===== config.mk =====
export PLATFORM = sky130hd
export DESIGN_NAME = sfc_csr_front
export DESIGN_NICKNAME = d
export VERILOG_FILES = /design/src/rtl/sfc_csr_pkg.sv /design/src/rtl/sfc_op_launch.sv /design/src/rtl/sfc_irq_unit.sv /design/src/rtl/sfc_cs_reg.sv /design/src/rtl/sfc_csr_front.sv
export SDC_FILE = /design/constraint.sdc
export NUM_CORES = 1
export LEC_CHECK = 0
export BUFFER_PORTS_ARGS = -buffer_cell sky130_fd_sc_hd__buf_2
export CAP_MARGIN = 20
export CORE_MARGIN = 1
export CORE_UTILIZATION = 36
export CTS_CLUSTER_DIAMETER = 60
export DETAILED_ROUTE_END_ITERATION = 12
export PLACE_DENSITY_LB_ADDON = 0.3
export SYNTH_ARGS = -nofsm -noshare
export SYNTH_HDL_FRONTEND = slang
export SYNTH_SLANG_ARGS = --single-unit
export TNS_END_PERCENT = 100

===== constraint.sdc =====
create_clock -name clk -period 1.4 [get_ports clk]
set_input_delay 0.14 -clock clk [delete_from_list [all_inputs] [get_ports clk]]
set_output_delay 0.14 -clock clk [all_outputs]
set_load 0.01 [all_outputs]

===== src/rtl/sfc_csr_pkg.sv =====
package sfc_csr_pkg;
  typedef enum logic [1:0] {
    OP_NONE = 2'd0,
    OP_BULK = 2'd1,
    OP_SECT = 2'd2,
    OP_PROT = 2'd3
  } op_e;

  localparam logic [7:0] OFS_STATUS = 8'h00;
  localparam logic [7:0] OFS_SID    = 8'h04;
  localparam logic [7:0] OFS_RDID   = 8'h08;
  localparam logic [7:0] OFS_MEMOP  = 8'h0C;
  localparam logic [7:0] OFS_ISR    = 8'h10;
  localparam logic [7:0] OFS_IMR    = 8'h14;
  localparam logic [7:0] OFS_CS     = 8'h18;

  localparam int IRQ_ERASE = 0;
  localparam int IRQ_WRITE = 1;
  localparam int NUM_IRQ   = 2;
endpackage


===== src/rtl/sfc_op_launch.sv =====
module sfc_op_launch
  import sfc_csr_pkg::*;
#(
  parameter int SECT_W  = 10,
  parameter int PROT_W  = 5,
  parameter int ARG_LSB = 8
) (
  input  logic              clk,
  input  logic              rst_n,
  input  logic              wr_op,
  input  logic [31:0]       wdata,
  input  logic              seq_busy,
  output logic              seq_start,
  output logic [1:0]        seq_opcode,
  output logic [SECT_W-1:0] seq_arg,
  output logic              wip,
  output logic [31:0]       op_word
);
  localparam int PAD_HI = 32 - ARG_LSB - SECT_W;
  localparam int PAD_LO = ARG_LSB - 2;

  typedef enum logic [1:0] {PH_IDLE, PH_ARMED, PH_RUN} phase_e;

  phase_e            phase_q;
  logic [1:0]        cmd_in;
  logic              accept;
  logic [SECT_W-1:0] arg_next;

  assign cmd_in = wdata[1:0];
  assign accept = wr_op && (phase_q == PH_IDLE) && (cmd_in != OP_NONE);

  always_comb begin
    case (cmd_in)
      OP_SECT: arg_next = wdata[ARG_LSB +: SECT_W];
      OP_PROT: arg_next = SECT_W'(wdata[ARG_LSB +: PROT_W]);
      default: arg_next = '0;
    endcase
  end

  always_ff @(posedge clk or negedge rst_n) begin
    if (!rst_n) begin
      phase_q    <= PH_IDLE;
      seq_start  <= 1'b0;
      seq_opcode <= 2'd0;
      seq_arg    <= '0;
    end else begin
      seq_start <= accept;
      if (accept) begin
        seq_opcode <= cmd_in;
        seq_arg    <= arg_next;
        phase_q    <= PH_ARMED;
      end else begin
        case (phase_q)
          PH_ARMED: if (seq_busy)  phase_q <= PH_RUN;
          PH_RUN:   if (!seq_busy) phase_q <= PH_IDLE;
          default:  phase_q <= PH_IDLE;
        endcase
      end
    end
  end

  assign wip     = (phase_q != PH_IDLE);
  assign op_word = {{PAD_HI{1'b0}}, seq_arg, {PAD_LO{1'b0}}, seq_opcode};

  // the launch strobe never lasts two cycles
  a_r2_start_single: assert property (@(posedge clk) disable iff (!rst_n)
    seq_start |=> !seq_start);
  // a launched command is always covered by write-in-progress
  a_r4_start_has_wip: assert property (@(posedge clk) disable iff (!rst_n)
    seq_start |-> wip);
  // an operation write during write-in-progress launches nothing
  a_r5_drop_when_busy: assert property (@(posedge clk) disable iff (!rst_n)
    (wr_op && wip) |=> !seq_start);
  // write-in-progress cannot drop while busy is high
  a_r4_hold_in_busy: assert property (@(posedge clk) disable iff (!rst_n)
    (wip && seq_busy) |=> wip);
endmodule


===== src/rtl/sfc_irq_unit.sv =====
module sfc_irq_unit #(
  parameter int NBITS = 2
) (
  input  logic             clk,
  input  logic             rst_n,
  input  logic [NBITS-1:0] set_vec,
  input  logic             clr_wr,
  input  logic [NBITS-1:0] clr_vec,
  input  logic             mask_wr,
  input  logic [NBITS-1:0] mask_vec,
  output logic [NBITS-1:0] isr,
  output logic [NBITS-1:0] imr,
  output logic             irq
);
  for (genvar b = 0; b < NBITS; b++) begin : g_flag
    always_ff @(posedge clk or negedge rst_n) begin
      if (!rst_n)          isr[b] <= 1'b0;
      else if (set_vec[b]) isr[b] <= 1'b1;
      else if (clr_wr && clr_vec[b]) isr[b] <= 1'b0;
    end

    // a flag stays set unless a one is written to its position
    a_r6_sticky: assert property (@(posedge clk) disable iff (!rst_n)
      (isr[b] && !(clr_wr && clr_vec[b])) |=> isr[b]);
    // a pulse always leaves its flag set
    a_r6_capture: assert property (@(posedge clk) disable iff (!rst_n)
      set_vec[b] |=> isr[b]);
  end

  always_ff @(posedge clk or negedge rst_n) begin
    if (!rst_n)       imr <= '0;
    else if (mask_wr) imr <= mask_vec;
  end

  assign irq = |(isr & imr);

  // no interrupt with an empty mask
  a_r7_needs_mask: assert property (@(posedge clk) disable iff (!rst_n)
    irq |-> (imr != '0));
endmodule


===== src/rtl/sfc_cs_reg.sv =====
module sfc_cs_reg #(
  parameter int NUM_CS = 3
) (
  input  logic              clk,
  input  logic              rst_n,
  input  logic              wr,
  input  logic [NUM_CS-1:0] wdata,
  output logic [NUM_CS-1:0] cs
);
  localparam logic [NUM_CS-1:0] CS_RESET = NUM_CS'(1);

  logic take;
  assign take = wr && ($countones(wdata) == 1);

  always_ff @(posedge clk or negedge rst_n) begin
    if (!rst_n)    cs <= CS_RESET;
    else if (take) cs <= wdata;
  end

  // select register is always exactly one-hot
  a_r8_cs_onehot: assert property (@(posedge clk) disable iff (!rst_n)
    $countones(cs) == 1);
endmodule


===== src/rtl/sfc_csr_front.sv =====
module sfc_csr_front
  import sfc_csr_pkg::*;
#(
  parameter int ADDR_W  = 5,
  parameter int SECT_W  = 10,
  parameter int PROT_W  = 5,
  parameter int ARG_LSB = 8,
  parameter int NUM_CS  = 3
) (
  input  logic              clk,
  input  logic              rst_n,
  input  logic [ADDR_W-1:0] reg_addr,
  input  logic              reg_wr,
  input  logic [31:0]       reg_wdata,
  output logic [31:0]       reg_rdata,
  output logic              seq_start,
  output logic [1:0]        seq_opcode,
  output logic [SECT_W-1:0] seq_arg,
  input  logic              seq_busy,
  input  logic              seq_ill_erase,
  input  logic              seq_ill_write,
  input  logic [7:0]        flash_sr,
  input  logic [7:0]        flash_sid,
  input  logic [7:0]        flash_rdid,
  output logic [NUM_CS-1:0] cs_onehot,
  output logic              irq
);
  logic [7:0]         ofs;
  logic               wr_op, wr_isr, wr_imr, wr_cs;
  logic               wip;
  logic [31:0]        op_word;
  logic [NUM_IRQ-1:0] isr, imr, ill_vec;

  assign ofs    = 8'(reg_addr);
  assign wr_op  = reg_wr && (ofs == OFS_MEMOP);
  assign wr_isr = reg_wr && (ofs == OFS_ISR);
  assign wr_imr = reg_wr && (ofs == OFS_IMR);
  assign wr_cs  = reg_wr && (ofs == OFS_CS);

  assign ill_vec[IRQ_ERASE] = seq_ill_erase;
  assign ill_vec[IRQ_WRITE] = seq_ill_write;

  sfc_op_launch #(
    .SECT_W(SECT_W), .PROT_W(PROT_W), .ARG_LSB(ARG_LSB)
  ) u_launch (
    .clk(clk), .rst_n(rst_n), .wr_op(wr_op), .wdata(reg_wdata),
    .seq_busy(seq_busy), .seq_start(seq_start), .seq_opcode(seq_opcode),
    .seq_arg(seq_arg), .wip(wip), .op_word(op_word)
  );

  sfc_irq_unit #(.NBITS(NUM_IRQ)) u_irq (
    .clk(clk), .rst_n(rst_n), .set_vec(ill_vec),
    .clr_wr(wr_isr), .clr_vec(reg_wdata[NUM_IRQ-1:0]),
    .mask_wr(wr_imr), .mask_vec(reg_wdata[NUM_IRQ-1:0]),
    .isr(isr), .imr(imr), .irq(irq)
  );

  sfc_cs_reg #(.NUM_CS(NUM_CS)) u_cs (
    .clk(clk), .rst_n(rst_n), .wr(wr_cs),
    .wdata(reg_wdata[NUM_CS-1:0]), .cs(cs_onehot)
  );

  always_comb begin
    case (ofs)
      OFS_STATUS: reg_rdata = {25'd0, flash_sr[6:1], wip};
      OFS_SID:    reg_rdata = {24'd0, flash_sid};
      OFS_RDID:   reg_rdata = {24'd0, flash_rdid};
      OFS_MEMOP:  reg_rdata = op_word;
      OFS_ISR:    reg_rdata = 32'(isr);
      OFS_IMR:    reg_rdata = 32'(imr);
      OFS_CS:     reg_rdata = 32'(cs_onehot);
      default:    reg_rdata = 32'd0;
    endcase
  end

  // an idle no-op write never starts the sequencer
  a_r3_noop_silent: assert property (@(posedge clk) disable iff (!rst_n)
    (wr_op && !wip && reg_wdata[1:0] == 2'd0) |=> !seq_start);
endmodule


==> results of run 1 <==
[cell type report]
class	count	area (um2)
sequential	22	552
inverter	14	62.6
tap	50	62.6
timing repair buffer	109	733
clock buffer	3	41.3
multi-input combinational	120	951
clock inverter	1	30.0
fill	363	1630
[worst reg2reg max path, stage by stage, from the launching register on]
cell and delay (ns):
dfrtp_1 0.41, buf_4 0.14, nor4b_2 0.23, nand3_1 0.15, inv_2 0.14, buf_6 0.15
mux2i_1 0.19
[path summary, 6_finish.rpt]
check | slack, ns | start | endpoint | depth (start not counted)
max | -0.14 | u_launch.phase_q[1]$_DFFE_PN0P_ | reg_rdata[0] | 5
min | 0.04 | seq_ill_erase | u_irq.isr[0]$_DFFE_PN0P_ | 2
max reg2reg | -0.09 | u_launch.phase_q[1]$_DFFE_PN0P_ | u_launch.seq_arg[2]$_DFFE_PN0P_ | 6
min reg2reg | 0.53 | u_irq.isr[1]$_DFFE_PN0P_ | u_irq.isr[1]$_DFFE_PN0P_ | 1
max in group asynchronous | 0.66 | rst_n | u_cs.cs[0]$_DFFE_PN1P_ | 2
min in group asynchronous | 0.37 | rst_n | u_launch.seq_arg[8]$_DFFE_PN0P_ | 2
[per-layer routing]
| metal | vias to the layer above | wire, um | track usage |
|---|---|---|---|
| met1 | 698 | 1810 | 0.222 |
| met3 | 6 | 389 | 0.0439 |
| met5 | - | 0 | 0 |
| met4 | 0 | 68 | 0.0399 |
| li1 | 740 | - | - |
| met2 | 76 | 2110 | 0.314 |
[state kept, by name, summed over array words and instances, names as in the netlist]
| signal | cells |
|---|---|
| u_launch.seq_opcode | 2 |
| u_launch.phase_q | 2 |
| u_irq.isr | 2 |
| u_launch.seq_start | 1 |
| u_irq.imr | 2 |
| u_cs.cs | 3 |
| u_launch.seq_arg | 10 |
[Yosys cell counts, drive strengths merged]
cell type and count:
o2bb2ai 2, clkbuf 6, a21boi 1, nor4b 2, fa 1, mux2 7, a21oi 5, or2 5
dfrtp 21, a22o 1, nor3 2, inv 14, nand2b 3, or4b 2, nand4 2, ha 5
or3 1, o21ai 7, or4 1, nor2 2, a21o 2, nand3b 1, nor2b 1, a221o 2
mux2i 18, buf 16, nand3 2, o22ai 1, conb 1, nor4 1, and3 10, nand2 19
dfstp 1
[power groups by stage]
stage | Combinational [uW] | Clock (uW) | Sequential, uW
after floorplan | 263 | 0 | 850
after global placement | 517 | 0 | 817
after detailed placement | 530 | 0 | 816
after CTS | 569 | 613 | 807
after global routing | 668 | 639 | 827
final | 603 | 604 | 813
[cells in the final DEF, fill, tap and decap left out, types with 3 or more instances in the layout]
master,n
a21oi_1,5
and3_1,5
and3_4,5
buf_2,70
buf_4,18
buf_6,17
clkbuf_8,3
conb_1,14
dfrtp_1,21
ha_4,3
inv_1,11
mux2_4,5
mux2i_1,18
nand2_1,19
nand2b_1,3
o21ai_0,5
or2_2,5
[timing repair]
action,4_1_cts,5_1_grt
buffers inserted,3,4
pin swaps,7,6
hold buffers,1,0
gates resized for setup,20,28
setup endpoints to repair,26,29
hold endpoints to repair,21,0
gates cloned,1,1
[logic make-up (layout without fill, tap and decap cells)]
logic type	after synthesis	after routing	synth area share
buffers and inverters	36	127	0.124
muxes	25	25	0.176
adders and majority gates	6	6	0.0537
AOI/OAI and AO/OA	21	21	0.0878
and+or+nand+nor	54	54	0.198
other	1	14	0.00244
DFF	22	22	0.359
[stage by stage]
stage,instances,setup WS (ns)
after global routing,319,-0.207
final,319,-0.140
after global placement,305,-0.493
after CTS,314,-0.179
after floorplan,178,-0.434
after detailed placement,305,-0.536
==> impl_metrics.yaml, run 1 <==
run_status:
  status: "complete, but fails checks"
  failed_checks: "negative setup slack"
placed_design:
  portBuffers: 80
  dpl_cell_area_um2: 2070
  post-dp-hpwl_um: 3030
  finalWeightedCongestion: 0.727
floorplan:
  num_rows: 23
  die_y_um: 67.4
  core_area_um2: 4060
  io_pins: 116
  start_util: 0.379
  die_w_um: 67.4
  die_area_um2: 4540
power_and_ir_drop:
  leakagePower_uw: 0.00127
  p_int_uw: 1430
  switchingPower_uw: 591
  comb_power_share: 0.299
  total_power_uw: 2020
  p_seq_frac: 0.402
  power.density_nw_per_um2: 831
  vdd_ir_drop_max_mv: 0.497
  p_clk_frac: 0.299
  swShare: 0.293
timing:
  rsz0062_at_grt: "yes"
  fin_crit_ns: 1.54
  worst_slew_margin_rel: 0.664
  tightestPinTransition_ns: 0.504
  setup-tns-final_ns: -2.02
  slew_violations: 0
  fin_ws_ns: -0.140
  setup_viol: 32
  finalHoldViolations: 0
  max_freq_ghz: 0.649
  fin_crit_sh: 1.10
  hold_slack_ns: 0.0424
  finClkSkew_ns: 0.00848
detailed_routing:
  drtIter0Drc: 41
  wl_per_cell_um: 13.7
  viasPerCell: 4.76
  antenna_left: 0
  wirelength_um: 4380
  drc: 0
  first_pass_iters: 4
  routed-via-count: 1520
global_routing:
  grt_pass1_wl_um: 6070
  grt_overflow: 0
  grt_pass1_vias: 1357
  antenna_found_initial: 0
  grt_usage: 0.180
  grt_start_max_net_pins: 23
hold_path:
  hold_path.class: "input pin to register"
clocking:
  cts_tree: "yes"
  cts_buffers: 3
  path_clk_slew_ns: 0.09
  clockBufferDepth: 2
  cts.sinks: 22
  insertion_delay_ns: 0.27
  cts_root_buf: "clkbuf_8"
  cts_max_level: 1
flow_run:
  cap_violations: 0
critical_path:
  crit_type: "register to output pin"
  critPathSlowestCell: "dfrtp_1"
  end_kind: "output pin"
  path_cells: "buf_6, nor2_2, o21ai_1, a221o_1, buf_2"
  crit_arrival_ns: 1.40
  path_max_fanout: 3
  max_stage_delay_ns: 0.41
  cp_top_family: "flip-flops"
  start_kind: "register"
  timing.critical_path.buf_inv: 2
  cp.required_ns: 1.26
yosys:
  ys_types: 36
  yosys.area.top_type: "dfrtp_1"
  synth_area_leaders: "dfrtp_1 (34%), mux2i_1 (12%), buf_4 (7.3%), nand2_1 (4.6%), and3_1 (4.1%)"
  synth_top_cell_area_share: 0.341
  synth_cells: 165
  yosysSeqAreaShare: 0.359
  netlist_area_um2: 1540
  synth_seq_cells: 22
  synth_area_per_cell_um2: 9.33
  synth_warnings: 0
layout:
  fin_area_um2: 2430
  areaGrowthSynthToFinish_pct: 58.0
  fin_nets: 343
  final_core_util: 0.599
  diodes: 0
  drive_above_1_share: 0.539
No activity file was read; power rests on OpenSTA's default activity.
==> run 2: changes to the inputs <==
--- a/config.mk
+++ b/config.mk
@@ -7,6 +7,7 @@
 export LEC_CHECK = 0
 export BUFFER_PORTS_ARGS = -buffer_cell sky130_fd_sc_hd__buf_2
 export CAP_MARGIN = 20
+export CORE_ASPECT_RATIO = 0.7
 export CORE_MARGIN = 1
 export CORE_UTILIZATION = 36
 export CTS_CLUSTER_DIAMETER = 60
==> run 2 against run 1 <==
The flow still finishes with violations (negative setup slack). Core utilization down 2.4 points. Count of clock-buffer cells in the layout unchanged. Clock skew down 0.0012 ns. Total power down 1.8%. First-iteration DRC count up 83%. Setup slack worse by 0.046 ns. Critical path depth unchanged. Cell area down 4.9%. Worst hold slack better by 0.0075 ns. Register-to-register slack better by 0.04 ns. Critical path type unchanged. Largest cell class unchanged.
==> impl_metrics.yaml, run 2 (synthesis results as in run 1) <==
clocking:
  cts.sinks: 22
  clockBufferDepth: 2
  cts_tree: "yes"
  cts_root_buf: "clkbuf_8"
  cts_max_level: 1
  path_clk_slew_ns: 0.08
  cts_buffers: 3
  insertion_delay_ns: 0.27
layout:
  mostFrequentLayoutCells: "buf_2 (78), buf_4 (23), dfrtp_1 (21), nand2_1 (19), mux2i_1 (18)"
  reg_top3: "u_launch.seq_arg: 10 flops, u_cs.cs: 3 flops"
  fin_nets: 340
  diodes: 0
  regMostFlops: "u_launch.seq_arg"
  final_common_cell: "buf_2"
  fin_area_um2: 2310
  areaGrowthSynthToFinish_pct: 50.3
  drive_above_1_share: 0.515
  largest_register_ffs: 10
placed_design:
  dpl_cell_area_um2: 2080
  finalWeightedCongestion: 0.756
  post-dp-hpwl_um: 3290
  portBuffers: 80
  dpl_worst_slack_ns: -0.546
critical_path:
  timing.critical_path.buf_inv: 2
  cp_top_family: "compound AO/OA/AOI/OAI gates"
  path_cells: "buf_6, nor2_4, o21ai_1, a221o_1, buf_2"
  rrSetupSlack_ns: -0.05
  startpoint: "u_launch.phase_q[0]$_DFFE_PN0P_"
  crit_end: "reg_rdata[0]"
  start_kind: "register"
  end_kind: "output pin"
  path_max_fanout: 2
  crit_type: "register to output pin"
  critPathSlowestCell: "dfrtp_1"
  r2r_end: "u_launch.seq_arg[6]$_DFFE_PN0P_"
  crit_arrival_ns: 1.45
  max_stage_delay_ns: 0.41
  cp.required_ns: 1.26
  reg2reg_depth: 5
  r2r_start: "u_launch.phase_q[1]$_DFFE_PN0P_"
  worst-path-stages: 5
floorplan:
  core_area_um2: 4020
  die_area_um2: 4540
  io_pins: 116
  die_w_um: 80.1
  num_rows: 19
  die_y_um: 56.7
  start_util: 0.383
timing:
  max_freq_ghz: 0.630
  fin_crit_sh: 1.13
  fin_crit_ns: 1.59
  rsz0062_at_grt: "yes"
  fin_ws_ns: -0.186
  slew_violations: 0
  setup_viol: 15
  finClkSkew_ns: 0.00729
  hold_slack_ns: 0.0499
  finalHoldViolations: 0
detailed_routing:
  viasPerCell: 4.78
  wirelength_um: 4170
  first_pass_iters: 4
  wl_per_cell_um: 13.1
  antenna_left: 0
  drtIter0Drc: 75
  drc: 0
  routed-via-count: 1521
power_and_ir_drop:
  leakagePower_uw: 0.00125
  vdd_ir_drop_max_mv: 0.580
  total_power_uw: 1980
  power.density_nw_per_um2: 858
global_routing:
  grt_pass1_wl_um: 6630
  grt_overflow: 0
  grt_usage: 0.194
  grt_start_max_net_pins: 23
  antenna_found_initial: 0
  grt_pass1_vias: 1339
flow_run:
  cap_violations: 0
run_status:
  failed_checks: "negative setup slack"
  status: "complete, but fails checks"
hold_path:
  hold_depth: 2
  hold_path.class: "input pin to register"
-- run 2: repair_timing --
item	4_1_cts	5_1_grt
setup endpoints to repair	22	30
gates resized for setup	17	10
pin swaps	4	3
hold buffers	1	0
buffers inserted	2	3
endpoints found under the hold margin	21	0
-- run 2: worst min path at each step --
stage                       start                               to  slack, ns
CTS                 seq_ill_erase         u_irq.isr[0]$_DFFE_PN0P_       0.04
floorplan                   rst_n           u_cs.cs[1]$_DFFE_PN0P_      -0.16
finish              seq_ill_erase         u_irq.isr[0]$_DFFE_PN0P_       0.05
global placement            rst_n  u_launch.seq_arg[2]$_DFFE_PN0P_       0.12
global route        seq_ill_erase         u_irq.isr[0]$_DFFE_PN0P_       0.04
detailed placement          rst_n  u_launch.seq_arg[2]$_DFFE_PN0P_       0.13
-- run 2: cell type report --
type / count / area, um2
Fill cell: 381 / 1700
Clock inverter: 1 / 30.0
Tap cell: 52 / 65.1
Sequential cell: 22 / 552
Timing Repair Buffer: 106 / 626
Multi-Input combinational cell: 120 / 935
Inverter: 14 / 65.1
Clock buffer: 3 / 41.3
-- run 2: per-layer routing --
layer / GRT usage / wire length (um) / vias to the layer above
met4: 0.0587 / 46 / 0
met1: 0.280 / 2030 / 728
li1: - / - / 740
met3: 0.0488 / 219 / 5
met2: 0.283 / 1880 / 48
met5: 0 / 0 / -
-- run 2: metrics by stage --
stage | utilization | setup TNS, ns | std cells
floorplan | - | -2.32 | 178
global placement | 0.517 | -4.05 | 308
detailed placement | 0.517 | -4.70 | 308
CTS | 0.562 | -0.650 | 315
global route | 0.576 | -2.08 | 318
finish | 0.576 | -0.788 | 318
-- run 2: report_power, final --
group / internal (uW) / switching [uW]
sequential: 736 / 71.1
clock: 382 / 215
combinational: 289 / 292
total: 1410 / 578
==> run 3: changes to the inputs <==
--- a/config.mk
+++ b/config.mk
@@ -13,6 +13,7 @@
 export CTS_CLUSTER_DIAMETER = 60
 export DETAILED_ROUTE_END_ITERATION = 12
 export PLACE_DENSITY_LB_ADDON = 0.3
+export RECOVER_POWER = 25
 export SYNTH_ARGS = -nofsm -noshare
 export SYNTH_HDL_FRONTEND = slang
 export SYNTH_SLANG_ARGS = --single-unit
==> run 3 against run 2 <==
The run still ends with negative setup slack left. Wire length barely moved. Cell area did not move. Die area unchanged. Count of clock-buffer cells in the layout unchanged. Sequential cell count unchanged. Cell count unchanged. Non-clock buffer count unchanged. Total power is essentially flat. Maximum frequency stayed put. Critical path depth is the same.
==> impl_metrics.yaml, run 3 (synthesis results as in run 1) <==
run_status:
  status: "complete, but fails checks"
  failed_checks: "negative setup slack"
global_routing:
  grt_start_max_net_pins: 23
  met3_usage: 0.0488
  gr-usage-met2: 0.283
  use_met1: 0.280
  grt_usage: 0.194
  antenna_found_initial: 0
  busiest_layer: "met2"
  grt_pass1_wl_um: 6630
  grt_overflow: 0
  grt_pass1_vias: 1339
timing:
  rsz0062_at_grt: "yes"
  fin_crit_ns: 1.59
  tightestPinTransition_ns: 0.553
  fin_ws_ns: -0.186
  finalHoldViolations: 0
  finClkSkew_ns: 0.00729
  fin_crit_sh: 1.13
  max_freq_ghz: 0.630
  worst_slew_margin_rel: 0.631
  slew_violations: 0
  setup_viol: 15
  setup-tns-final_ns: -0.788
clocking:
  cts_root_buf: "clkbuf_8"
  cts.sinks: 22
  cts_buffers: 3
  insertion_delay_ns: 0.27
  cts_tree: "yes"
  cts_max_level: 1
  path_clk_slew_ns: 0.08
  clockBufferDepth: 2
hold_path:
  hold_path.class: "input pin to register"
  hold_end: "u_irq.isr[0]$_DFFE_PN0P_"
  hp-start: "seq_ill_erase"
  hold_depth: 2
critical_path:
  crit_type: "register to output pin"
  end_kind: "output pin"
  rrSetupSlack_ns: -0.05
  cp.required_ns: 1.26
  path_max_fanout: 2
  start_kind: "register"
  r2r_start: "u_launch.phase_q[1]$_DFFE_PN0P_"
  reg2reg_depth: 5
  r2r_end: "u_launch.seq_arg[6]$_DFFE_PN0P_"
  crit_arrival_ns: 1.45
detailed_routing:
  wirelength_um: 4170
  wl_per_cell_um: 13.1
  routed-via-count: 1523
  drtIter0Drc: 75
  first_pass_iters: 4
  antenna_left: 0
  viasPerCell: 4.79
  drc: 0
floorplan:
  die_y_um: 56.7
  num_rows: 19
  start_util: 0.383
  io_pins: 116
  core_area_um2: 4020
  die_area_um2: 4540
  die_w_um: 80.1
power_and_ir_drop:
  power.density_nw_per_um2: 858
  vdd_ir_drop_max_mv: 0.580
  leakagePower_uw: 0.00125
flow_run:
  cap_violations: 0
placed_design:
  post-dp-hpwl_um: 3290
  dpl_cell_area_um2: 2080
  portBuffers: 80
  finalWeightedCongestion: 0.756
layout:
  final_common_cell: "buf_2"
  fin_nets: 340
  diodes: 0
  fin_area_um2: 2310
  areaGrowthSynthToFinish_pct: 50.3
  drive_above_1_share: 0.515
  mostFrequentLayoutCells: "buf_2 (77), buf_4 (23), dfrtp_1 (21), nand2_1 (19), mux2i_1 (18)"
  largest_register_ffs: 10
  num-fill-cells: 381
  regMostFlops: "u_launch.seq_arg"
  reg_top3: "u_launch.seq_arg: 10 flops, u_cs.cs: 3 flops"
-- run 3: metal layers --
layer,part of all wire,vias to the layer above
met4,0.011,0
li1,-,741
met3,0.053,5
met5,0,-
met1,0.49,729
met2,0.45,48
-- run 3: what timing repair did --
item	in CTS	in global routing
endpoints found under the setup margin	22	30
buffers inserted	2	3
pin swaps	4	3
gates cloned	0	0
hold buffers	1	0
gates resized for setup	17	10
hold endpoints to repair	21	0
-- run 3: worst max path at each step --
stage / depth (start not counted) / startpoint / slack, ns / end
2_1_floorplan: 6 / reg_wdata[1] / -0.43 / u_cs.cs[1]$_DFFE_PN0P_
4_1_cts: 5 / u_launch.phase_q[0]$_DFFE_PN0P_ / -0.19 / reg_rdata[0]
3_5_place_dp: 6 / reg_wdata[0] / -0.55 / u_cs.cs[2]$_DFFE_PN0P_
5_1_grt: 5 / u_launch.phase_q[0]$_DFFE_PN0P_ / -0.22 / reg_rdata[0]
3_3_place_gp: 6 / reg_wdata[0] / -0.51 / u_cs.cs[1]$_DFFE_PN0P_
6_report: 5 / u_launch.phase_q[0]$_DFFE_PN0P_ / -0.19 / reg_rdata[0]
-- run 3: where the power goes --
| part | leakage (uW) | switching (uW) | internal [uW] | total (uW) |
|---|---|---|---|---|
| combinational | 0.000957 | 292 | 289 | 580 |
| sequential | 0.000257 | 71.0 | 736 | 807 |
| clock | 0.0000357 | 215 | 382 | 597 |
| total | 0.00125 | 578 | 1410 | 1980 |
-- run 3: stage by stage --
step | power, uW | instances | setup slack [ns] | hold slack (ns) | util
2_1_floorplan | 1110 | 178 | -0.434 | -0.156 | -
3_3_place_gp | 1340 | 308 | -0.508 | 0.124 | 0.517
3_5_place_dp | 1350 | 308 | -0.546 | 0.135 | 0.517
4_1_cts | 1990 | 315 | -0.195 | 0.0438 | 0.562
5_1_grt | 2100 | 318 | -0.221 | 0.0407 | 0.576
6_report | 1980 | 318 | -0.186 | 0.0499 | 0.576
-- run 3: cell type report --
cell class / count / area, um2 / share of cell area
well taps: 52 / 65.1 / 0.0281
clock inverters: 1 / 30.0 / 0.0130
repair buffers: 106 / 626 / 0.270
flip-flops and latches: 22 / 552 / 0.239
multi-input cells: 120 / 935 / 0.404
clock buffers: 3 / 41.3 / 0.0178
inverters: 14 / 65.1 / 0.0281
-- run 3: worst max-delay path, stage by stage (launching register included) --
cell and delay (ns):
dfrtp_1 0.41, buf_6 0.13, nor2_4 0.07, o21ai_1 0.06, a221o_1 0.37, buf_2 0.15
